--- src/rtl/ecc_seq_pkg.sv ---
package ecc_seq_pkg;

    localparam int FUNC_W    = 2;
    localparam int STEP_W    = 3;
    localparam int STATE_W   = FUNC_W + STEP_W;
    localparam int ROM_DEPTH = 1 << STATE_W;
    localparam int ROM_W     = 8;
    localparam int NSTB      = 3;

    // stage-1 table word fields
    localparam int S1B_LAUNCH_N = 0;
    localparam int S1B_BUSY     = 1;
    localparam int S1B_WANT_A   = 2;
    localparam int S1B_STB_LO   = 3;

    // stage-2 table word fields
    localparam int S2B_MAP_WAIT = 1;
    localparam int S2B_PIPE_N   = 2;
    localparam int S2B_FREE     = 3;
    localparam int S2B_STB_LO   = 4;

    typedef logic [ROM_W-1:0] rom_word_t;
    typedef rom_word_t [ROM_DEPTH-1:0] rom_t;

    typedef enum logic [FUNC_W-1:0] {
        FN_PLAIN    = 2'd0,
        FN_USES_D   = 2'd1,
        FN_IO_FETCH = 2'd2,
        FN_DIRTY_IO = 2'd3
    } fn_e;

    function automatic fn_e pick_fn(input logic dirty, input logic io, input logic uses_d);
        if (dirty)       return FN_DIRTY_IO;
        else if (io)     return FN_IO_FETCH;
        else if (uses_d) return FN_USES_D;
        else             return FN_PLAIN;
    endfunction

    // Default stage-1 program: plain refs finish at step 3, others at step 4.
    function automatic rom_t s1_rom_default();
        rom_t r;
        for (int i = 0; i < ROM_DEPTH; i++) begin
            logic [STEP_W-1:0] stp;
            logic [FUNC_W-1:0] fn;
            stp = STEP_W'(i);
            fn  = FUNC_W'(i >> STEP_W);
            case (stp)
                3'd0:    r[i] = 8'h07;
                3'd1:    r[i] = 8'h0B;
                3'd2:    r[i] = 8'h13;
                3'd3:    r[i] = (fn == FN_PLAIN) ? 8'h00 : 8'h23;
                3'd4:    r[i] = 8'h00;
                default: r[i] = 8'h01;
            endcase
        end
        return r;
    endfunction

    // Default stage-2 program: four active steps, then free.
    function automatic rom_t s2_rom_default();
        rom_t r;
        for (int i = 0; i < ROM_DEPTH; i++) begin
            logic [STEP_W-1:0] stp;
            logic [FUNC_W-1:0] fn;
            stp = STEP_W'(i);
            fn  = FUNC_W'(i >> STEP_W);
            case (stp)
                3'd0:    r[i] = 8'h00;
                3'd1:    r[i] = 8'h10;
                3'd2:    r[i] = (fn == FN_DIRTY_IO) ? 8'h32 : 8'h22;
                3'd3:    r[i] = 8'h4C;
                default: r[i] = 8'h0C;
            endcase
        end
        return r;
    endfunction

endpackage

--- src/rtl/ecc_s1_ctl.sv ---
module ecc_s1_ctl
    import ecc_seq_pkg::*;
#(
    parameter int   SRN_W = 4,
    parameter rom_t ROM   = s1_rom_default()
) (
    input  logic               clk,
    input  logic               rst,
    input  logic               start_i,
    input  logic               dirty_io_i,
    input  logic               io_fetch_i,
    input  logic               uses_d_i,
    input  logic [SRN_W-1:0]   serial_i,
    input  logic               trouble_i,
    input  logic               wprot_i,
    output logic [STATE_W-1:0] state_o,
    output logic               free_o,
    output logic               idle_o,
    output logic               wants_addr_o,
    output logic [SRN_W-1:0]   serial_o,
    output logic               trouble_o,
    output logic               wprot_o,
    output logic               step_o,
    output logic               handoff_o,
    output logic [NSTB-1:0]    strobe_o
);

    typedef struct packed {
        logic [STATE_W-1:0] state;
        logic               free;
        logic               wants_a;
        logic [SRN_W-1:0]   srn;
        logic               trouble;
        logic               wprot;
    } s1_reg_t;

    localparam s1_reg_t S1_RST = '{state: '0, free: 1'b1, wants_a: 1'b0,
                                   srn: '0, trouble: 1'b0, wprot: 1'b0};

    s1_reg_t q, d;
    logic    idle_c, step_c;
    logic    rom_launch_n, rom_busy, rom_want_a;

    always_comb begin
        idle_c       = q.free & ~start_i;
        step_c       = ~q.free & ~start_i;
        rom_launch_n = ROM[q.state][S1B_LAUNCH_N];
        rom_busy     = ROM[q.state][S1B_BUSY];
        rom_want_a   = ROM[q.state][S1B_WANT_A];
        d = q;
        if (start_i) begin
            d.state   = {pick_fn(dirty_io_i, io_fetch_i, uses_d_i), {STEP_W{1'b0}}};
            d.free    = 1'b0;
            d.wants_a = 1'b0;
            d.srn     = serial_i;
            d.trouble = trouble_i;
            d.wprot   = wprot_i;
        end else if (step_c) begin
            d.state   = {q.state[STATE_W-1:STEP_W], q.state[STEP_W-1:0] + STEP_W'(1)};
            d.free    = ~rom_busy;
            d.wants_a = rom_want_a;
        end
    end

    always_ff @(posedge clk) begin
        if (rst) q <= S1_RST;
        else     q <= d;
    end

    assign state_o      = q.state;
    assign free_o       = q.free;
    assign idle_o       = idle_c;
    assign wants_addr_o = q.wants_a;
    assign serial_o     = q.srn;
    assign trouble_o    = q.trouble;
    assign wprot_o      = q.wprot;
    assign step_o       = step_c;
    assign handoff_o    = step_c & ~rom_launch_n;
    assign strobe_o     = ROM[q.state][S1B_STB_LO +: NSTB];

    AST_S1_START_LOAD: assert property (@(posedge clk) disable iff (rst)
        start_i |=> (state_o[STEP_W-1:0] == '0) && !free_o && (serial_o == $past(serial_i)));

    AST_S1_IDLE_HOLD: assert property (@(posedge clk) disable iff (rst)
        idle_o |=> $stable(state_o) && free_o);

    AST_S1_ADVANCE: assert property (@(posedge clk) disable iff (rst)
        step_o |=> (state_o[STATE_W-1:STEP_W] == $past(state_o[STATE_W-1:STEP_W]))
                && (state_o[STEP_W-1:0] == STEP_W'($past(state_o[STEP_W-1:0]) + STEP_W'(1))));

endmodule

--- src/rtl/ecc_s2_ctl.sv ---
module ecc_s2_ctl
    import ecc_seq_pkg::*;
#(
    parameter int   SRN_W = 4,
    parameter rom_t ROM   = s2_rom_default()
) (
    input  logic               clk,
    input  logic               rst,
    input  logic               handoff_i,
    input  logic [FUNC_W-1:0]  func_i,
    input  logic [SRN_W-1:0]   serial_i,
    input  logic               trouble_i,
    output logic [STATE_W-1:0] state_o,
    output logic               start_o,
    output logic               free_o,
    output logic               idle_o,
    output logic               wants_pipe_o,
    output logic               map_wait_o,
    output logic [SRN_W-1:0]   serial_o,
    output logic               trouble_o,
    output logic               step_o,
    output logic [NSTB-1:0]    strobe_o
);

    typedef struct packed {
        logic [STATE_W-1:0] state;
        logic               free;
        logic               start;
        logic               pipe_n;
        logic               map_wait;
        logic [SRN_W-1:0]   srn;
        logic               trouble;
    } s2_reg_t;

    localparam s2_reg_t S2_RST = '{state: '0, free: 1'b1, start: 1'b0, pipe_n: 1'b1,
                                   map_wait: 1'b0, srn: '0, trouble: 1'b0};

    s2_reg_t q, d;
    logic    idle_c, step_c;

    always_comb begin
        idle_c  = q.free & ~q.start;
        step_c  = ~idle_c & ~handoff_i;
        d       = q;
        d.start = handoff_i;
        if (handoff_i) begin
            d.state    = {func_i, {STEP_W{1'b0}}};
            d.free     = 1'b0;
            d.pipe_n   = 1'b1;
            d.map_wait = 1'b0;
            d.srn      = serial_i;
            d.trouble  = trouble_i;
        end else if (step_c) begin
            d.state    = {q.state[STATE_W-1:STEP_W], q.state[STEP_W-1:0] + STEP_W'(1)};
            d.free     = ROM[q.state][S2B_FREE];
            d.pipe_n   = ROM[q.state][S2B_PIPE_N];
            d.map_wait = ROM[q.state][S2B_MAP_WAIT];
        end
    end

    always_ff @(posedge clk) begin
        if (rst) q <= S2_RST;
        else     q <= d;
    end

    assign state_o      = q.state;
    assign start_o      = q.start;
    assign free_o       = q.free;
    assign idle_o       = idle_c;
    assign wants_pipe_o = ~q.pipe_n;
    assign map_wait_o   = q.map_wait;
    assign serial_o     = q.srn;
    assign trouble_o    = q.trouble;
    assign step_o       = step_c;
    assign strobe_o     = ROM[q.state][S2B_STB_LO +: NSTB];

    AST_S2_HANDOFF_LOAD: assert property (@(posedge clk) disable iff (rst)
        handoff_i |=> start_o && !free_o && (state_o == {$past(func_i), {STEP_W{1'b0}}})
                   && (serial_o == $past(serial_i)) && (trouble_o == $past(trouble_i)));

    AST_S2_START_PULSE: assert property (@(posedge clk) disable iff (rst)
        (start_o && !handoff_i) |=> !start_o);

    AST_S2_IDLE_HOLD: assert property (@(posedge clk) disable iff (rst)
        (idle_o && !handoff_i) |=> $stable(state_o) && free_o);

endmodule

--- src/rtl/ecc_strobe_or.sv ---
module ecc_strobe_or #(
    parameter int NSRC = 2,
    parameter int NSTB = 3
) (
    input  logic                      clk,
    input  logic                      rst,
    input  logic [NSRC-1:0]           en_i,
    input  logic [NSRC-1:0][NSTB-1:0] bits_i,
    output logic [NSTB-1:0]           shared_o
);

    logic [NSRC-1:0][NSTB-1:0] contrib_q, contrib_d;

    for (genvar g = 0; g < NSRC; g++) begin : g_src
        always_comb contrib_d[g] = en_i[g] ? bits_i[g] : contrib_q[g];
        always_ff @(posedge clk) begin
            if (rst) contrib_q[g] <= '0;
            else     contrib_q[g] <= contrib_d[g];
        end
    end

    always_comb begin
        shared_o = '0;
        for (int i = 0; i < NSRC; i++) shared_o = shared_o | contrib_q[i];
    end

    function automatic logic [NSTB-1:0] or_all(input logic [NSRC-1:0][NSTB-1:0] b);
        logic [NSTB-1:0] acc;
        acc = '0;
        for (int i = 0; i < NSRC; i++) acc = acc | b[i];
        return acc;
    endfunction

    AST_STROBE_HOLD: assert property (@(posedge clk) disable iff (rst)
        (en_i == '0) |=> $stable(shared_o));

    AST_STROBE_ALL: assert property (@(posedge clk) disable iff (rst)
        (&en_i) |=> (shared_o == or_all($past(bits_i))));

endmodule

--- src/rtl/ecc_seq_top.sv ---
module ecc_seq_top
    import ecc_seq_pkg::*;
#(
    parameter int   SRN_W  = 4,
    parameter rom_t S1_ROM = s1_rom_default(),
    parameter rom_t S2_ROM = s2_rom_default()
) (
    input  logic               clk,
    input  logic               rst,
    input  logic               start_i,
    input  logic               dirty_io_i,
    input  logic               io_fetch_i,
    input  logic               uses_d_i,
    input  logic [SRN_W-1:0]   serial_i,
    input  logic               trouble_i,
    input  logic               wprot_i,
    output logic [STATE_W-1:0] s1_state_o,
    output logic               s1_free_o,
    output logic               s1_idle_o,
    output logic               s1_wants_addr_o,
    output logic [SRN_W-1:0]   s1_serial_o,
    output logic               s1_trouble_o,
    output logic               s1_wprot_o,
    output logic [STATE_W-1:0] s2_state_o,
    output logic               s2_start_o,
    output logic               s2_free_o,
    output logic               s2_idle_o,
    output logic               s2_wants_pipe_o,
    output logic               s2_map_wait_o,
    output logic [SRN_W-1:0]   s2_serial_o,
    output logic               s2_trouble_o,
    output logic [NSTB-1:0]    strobe_o
);

    logic            s1_step, s1_handoff, s2_step;
    logic [NSTB-1:0] s1_stb, s2_stb;

    ecc_s1_ctl #(.SRN_W(SRN_W), .ROM(S1_ROM)) u_s1 (
        .clk          (clk),
        .rst          (rst),
        .start_i      (start_i),
        .dirty_io_i   (dirty_io_i),
        .io_fetch_i   (io_fetch_i),
        .uses_d_i     (uses_d_i),
        .serial_i     (serial_i),
        .trouble_i    (trouble_i),
        .wprot_i      (wprot_i),
        .state_o      (s1_state_o),
        .free_o       (s1_free_o),
        .idle_o       (s1_idle_o),
        .wants_addr_o (s1_wants_addr_o),
        .serial_o     (s1_serial_o),
        .trouble_o    (s1_trouble_o),
        .wprot_o      (s1_wprot_o),
        .step_o       (s1_step),
        .handoff_o    (s1_handoff),
        .strobe_o     (s1_stb)
    );

    ecc_s2_ctl #(.SRN_W(SRN_W), .ROM(S2_ROM)) u_s2 (
        .clk          (clk),
        .rst          (rst),
        .handoff_i    (s1_handoff),
        .func_i       (s1_state_o[STATE_W-1:STEP_W]),
        .serial_i     (s1_serial_o),
        .trouble_i    (s1_trouble_o),
        .state_o      (s2_state_o),
        .start_o      (s2_start_o),
        .free_o       (s2_free_o),
        .idle_o       (s2_idle_o),
        .wants_pipe_o (s2_wants_pipe_o),
        .map_wait_o   (s2_map_wait_o),
        .serial_o     (s2_serial_o),
        .trouble_o    (s2_trouble_o),
        .step_o       (s2_step),
        .strobe_o     (s2_stb)
    );

    ecc_strobe_or #(.NSRC(2), .NSTB(NSTB)) u_stb (
        .clk      (clk),
        .rst      (rst),
        .en_i     ({s2_step, s1_step}),
        .bits_i   ({s2_stb, s1_stb}),
        .shared_o (strobe_o)
    );

endmodule

--- config.mk ---
export PLATFORM = sky130hd
export DESIGN_NAME = ecc_seq_top
export DESIGN_NICKNAME = d
export VERILOG_FILES = /design/src/rtl/ecc_seq_pkg.sv /design/src/rtl/ecc_s1_ctl.sv /design/src/rtl/ecc_s2_ctl.sv /design/src/rtl/ecc_strobe_or.sv /design/src/rtl/ecc_seq_top.sv
export SDC_FILE = /design/constraint.sdc
export NUM_CORES = 1
export LEC_CHECK = 0
export BUFFER_PORTS_ARGS = -buffer_cell sky130_fd_sc_hd__buf_4
export CELL_PAD_IN_SITES_DETAIL_PLACEMENT = 0
export CELL_PAD_IN_SITES_GLOBAL_PLACEMENT = 1
export CORE_ASPECT_RATIO = 1.2
export CORE_MARGIN = 8
export CORE_UTILIZATION = 42
export CTS_CLUSTER_SIZE = 14
export DETAILED_ROUTE_END_ITERATION = 10
export PLACE_DENSITY = 0.89
export SLEW_MARGIN = 20
export SYNTH_ARGS = -nofsm -noshare
export SYNTH_HDL_FRONTEND = slang
export SYNTH_SLANG_ARGS = --single-unit
--- constraint.sdc ---
create_clock -name clk -period 3.03 [get_ports clk]
set_clock_uncertainty 0.15 [all_clocks]
set_input_delay 0.606 -clock clk [delete_from_list [all_inputs] [get_ports clk]]
set_output_delay 0.606 -clock clk [all_outputs]
set_load 0.01 [all_outputs]
==> flow_summary.json <==
{
  "die_width_um": 73.2,
  "drv_cap": 0,
  "crit_cells": 3,
  "critPathRequiredTime_ns": 2.27,
  "ff2ff_setup_slack_ns": 1.16,
  "core_um2": 3850,
  "cts_tree": "built",
  "min_path_type": "flip-flop to flip-flop",
  "yosysWarnings": 0,
  "dieArea_um2": 6190,
  "tightest_slew_ns": 0.593,
  "yosys.area.top_type_share": 0.401,
  "outcome": "finished clean",
  "hold_violations": 0,
  "ios": 44,
  "synthDistinctLibCells": 39,
  "drive_gt1_frac": 0.298,
  "gr-usage-all-layers": 0.120,
  "synth.top_cells.by_area": "dfxtp_1 (40%), ha_1 (8.4%), mux2i_1 (7.3%)",
  "synth_mux_area_frac": 0.0821,
  "hpwl_mm": 2.51,
  "ys_ff_latch": 33,
  "setup_viol": 0,
  "num_rows": 25,
  "cts_buffers": 5,
  "final_common_cell": "buf_4",
  "synth_enable_flop_cells": 0,
  "critPathLaunch": "u_s2.start_o$_SDFF_PP0_",
  "cts_resized": 0,
  "antenna_found_initial": 0,
  "h-tree-depth": 2,
  "die_h_um": 84.6,
  "grt_first_pass_wirelength_mm": 5.86,
  "cp.arrival_ns": 1.31,
  "diodes": 0,
  "rsz0062_at_grt": "no",
  "yosys.area.top_type": "dfxtp_1",
  "gr-total-overflow": 0,
  "seq_area_frac_synth": 0.401,
  "viasPerCell": 5.03,
  "fmax_ghz": 0.484,
  "drt_iter0_drc": 60,
  "path_clk_slew_ns": 0.07,
  "slowest_stage": "dfxtp_1",
  "r2r_end": "u_s2.state_o[1]$_SDFFE_PP0P_",
  "cp-end-kind": "output port",
  "vias": 1318,
  "critPathTopFamily": "buffers and inverters",
  "slew_viol_final": 0,
  "synth-compound-area-share": 0.164,
  "synth_fa_ha_area_frac": 0.0836,
  "route.detailed.drc": 0,
  "grt_pass1_vias": 1275,
  "relSlewSlack": 0.599,
  "yosys.area_share.simple": 0.144,
  "post_drt_wl_per_cell_um": 13.6,
  "post_cts_buffers": 0,
  "power_density_nw_per_um2": 423,
  "tns_ns": 0,
  "worstPathCellList": "nand2b_1 > inv_1 > buf_4",
  "synth.net_count": 198,
  "async_flop_share": 0,
  "crit_path_max_fanout": 7,
  "wl_mm": 3.56,
  "cts_max_path_buffers": 2,
  "timing.final.crit_share": 0.682,
  "cts.sinks": 33,
  "criticalPathCategory": "flip-flop to output port",
  "syn_avg_cell_area_um2": 9.41,
  "slowest_delay_ns": 0.32,
  "final_antenna_net_count": 0,
  "place.gp.congestion": 0.715,
  "initial_core_util": 0.428,
  "synth-main-ff-cell": "dfxtp_1",
  "synthToLayoutAreaGrowth_pct": 21.9,
  "root_buffer": "clkbuf_8",
  "critical_path.endpoint": "s2_idle_o",
  "start_kind": "flip-flop",
  "port_buffers": 43,
  "reg2reg_from": "u_s1.state_o[0]$_SDFFE_PP0P_",
  "cts_hold_buf": 0,
  "r2r_cells": 5,
  "grt_max_degree": 27,
  "placed_area_um2": 1920,
  "final_cell_mix": "buf_4 (44), dfxtp_1 (33), inv_1 (17), nor2_1 (15), mux2i_1 (12)",
  "final_net_count": 230,
  "vdd_ir_drop_max_v": 0.000257,
  "n_fill_cell": 384,
  "synth_top_family_by_area": "compound AO/OA/AOI/OAI gates",
  "crit_buf_inv": 2,
  "leakagePower_nw": 0.862,
  "synth.cell_area_um2": 1650,
  "design_area_um2": 2010,
  "synth-xor-area-share": 0.0106,
  "firstDrtPassIters": 4,
  "period_minus_slack_ns": 2.07,
  "synthCells": 175,
  "clk_latency_ns": 0.28
}
tightest hold or removal path: cells and delay by family, from the launching register on:
kind,cells,cell delay [ns]
and+or+nand+nor,1,0.05
DFF,1,0.31
muxes,1,0.05
final cells by class:
cell class	instances	area, um^2	area share
clock buffer	6	72.6	0.0362
multi-input combinational	105	798	0.398
clock inverter	2	10.0	0.00499
inverter	18	67.6	0.0337
sequential	33	661	0.329
tap	54	67.6	0.0337
timing repair buffer	44	330	0.165
per-layer routing:
| metal | routed length (um) | GRT usage |
|---|---|---|
| met2 | 1770 | 0.198 |
| met5 | 0 | 0 |
| met3 | 232 | 0.0489 |
| met1 | 1500 | 0.129 |
| met4 | 57 | 0.0547 |
report_power, final:
| group | switching, W | leakage [nW] | internal (W) |
|---|---|---|---|
| logic | 0.0000409 | 0.549 | 0.0000363 |
| registers | 0.0000125 | 0.268 | 0.000443 |
| clock network | 0.000156 | 0.0450 | 0.000159 |
| total | 0.000210 | 0.862 | 0.000638 |
worst min path at each step:
stage | depth (start not counted) | startpoint | end
after floorplan | 2 | u_stb.contrib_q[3]$_SDFFE_PP0P_ | u_stb.contrib_q[3]$_SDFFE_PP0P_
after global placement | 2 | u_stb.contrib_q[3]$_SDFFE_PP0P_ | u_stb.contrib_q[3]$_SDFFE_PP0P_
after detailed placement | 2 | u_stb.contrib_q[5]$_SDFFE_PP0P_ | u_stb.contrib_q[5]$_SDFFE_PP0P_
after CTS | 2 | u_stb.contrib_q[5]$_SDFFE_PP0P_ | u_stb.contrib_q[5]$_SDFFE_PP0P_
after global routing | 2 | u_s2.serial_o[3]$_SDFFE_PP0N_ | u_s2.serial_o[3]$_SDFFE_PP0N_
final | 2 | u_stb.contrib_q[5]$_SDFFE_PP0P_ | u_stb.contrib_q[5]$_SDFFE_PP0P_
cell usage after synthesis (2+ instances only):
| master | instances |
|---|---|
| nand2_1 | 7 |
| and2_1 | 2 |
| a31o_1 | 4 |
| ha_1 | 11 |
| or2_2 | 3 |
| nor2_1 | 15 |
| a21oi_1 | 6 |
| nand3_1 | 6 |
| mux2i_1 | 12 |
| o21ai_0 | 5 |
| inv_1 | 17 |
| clkbuf_1 | 2 |
| buf_4 | 9 |
| a311oi_1 | 6 |
| a31o_2 | 2 |
| dfxtp_1 | 33 |
| a211oi_1 | 3 |
| nor3_1 | 6 |
| buf_2 | 6 |
sequential cells by signal, indices dropped and copies added (netlist names):
| register | count |
|---|---|
| u_s1.free_o | 1 |
| u_s1.serial_o | 4 |
| u_s1.state_o | 5 |
| u_s1.trouble_o | 1 |
| u_s1.wants_addr_o | 1 |
| u_s1.wprot_o | 1 |
| u_s2.free_o | 1 |
| u_s2.map_wait_o | 1 |
| u_s2.q | 1 |
| u_s2.serial_o | 4 |
| u_s2.start_o | 1 |
| u_s2.state_o | 5 |
| u_s2.trouble_o | 1 |
| u_stb.contrib_q | 6 |
logic make-up (layout without fill, tap and decap cells):
| family | after synthesis | after routing |
|---|---|---|
| AO/OA/AOI/OAI | 32 | 32 |
| buffers and inverters | 37 | 70 |
| flip-flops | 33 | 33 |
| adder cells (fa/ha/maj) | 11 | 11 |
| AND/OR/NAND/NOR | 47 | 47 |
| XOR/XNOR | 2 | 2 |
| multiplexers | 13 | 13 |
metrics by stage:
stage	hold WS [ns]	worst slack, ns	util	std cells	power (W)
2_1_floorplan	0.279	1.13	-	175	0.000507
3_3_place_gp	0.297	1.06	0.500	254	0.000542
3_5_place_dp	0.305	0.988	0.500	254	0.000544
4_1_cts	0.312	0.930	0.522	262	0.000856
5_1_grt	0.337	0.858	0.522	262	0.000889
6_report	0.307	0.963	0.522	262	0.000848
Power figures use the tool's default switching activity.
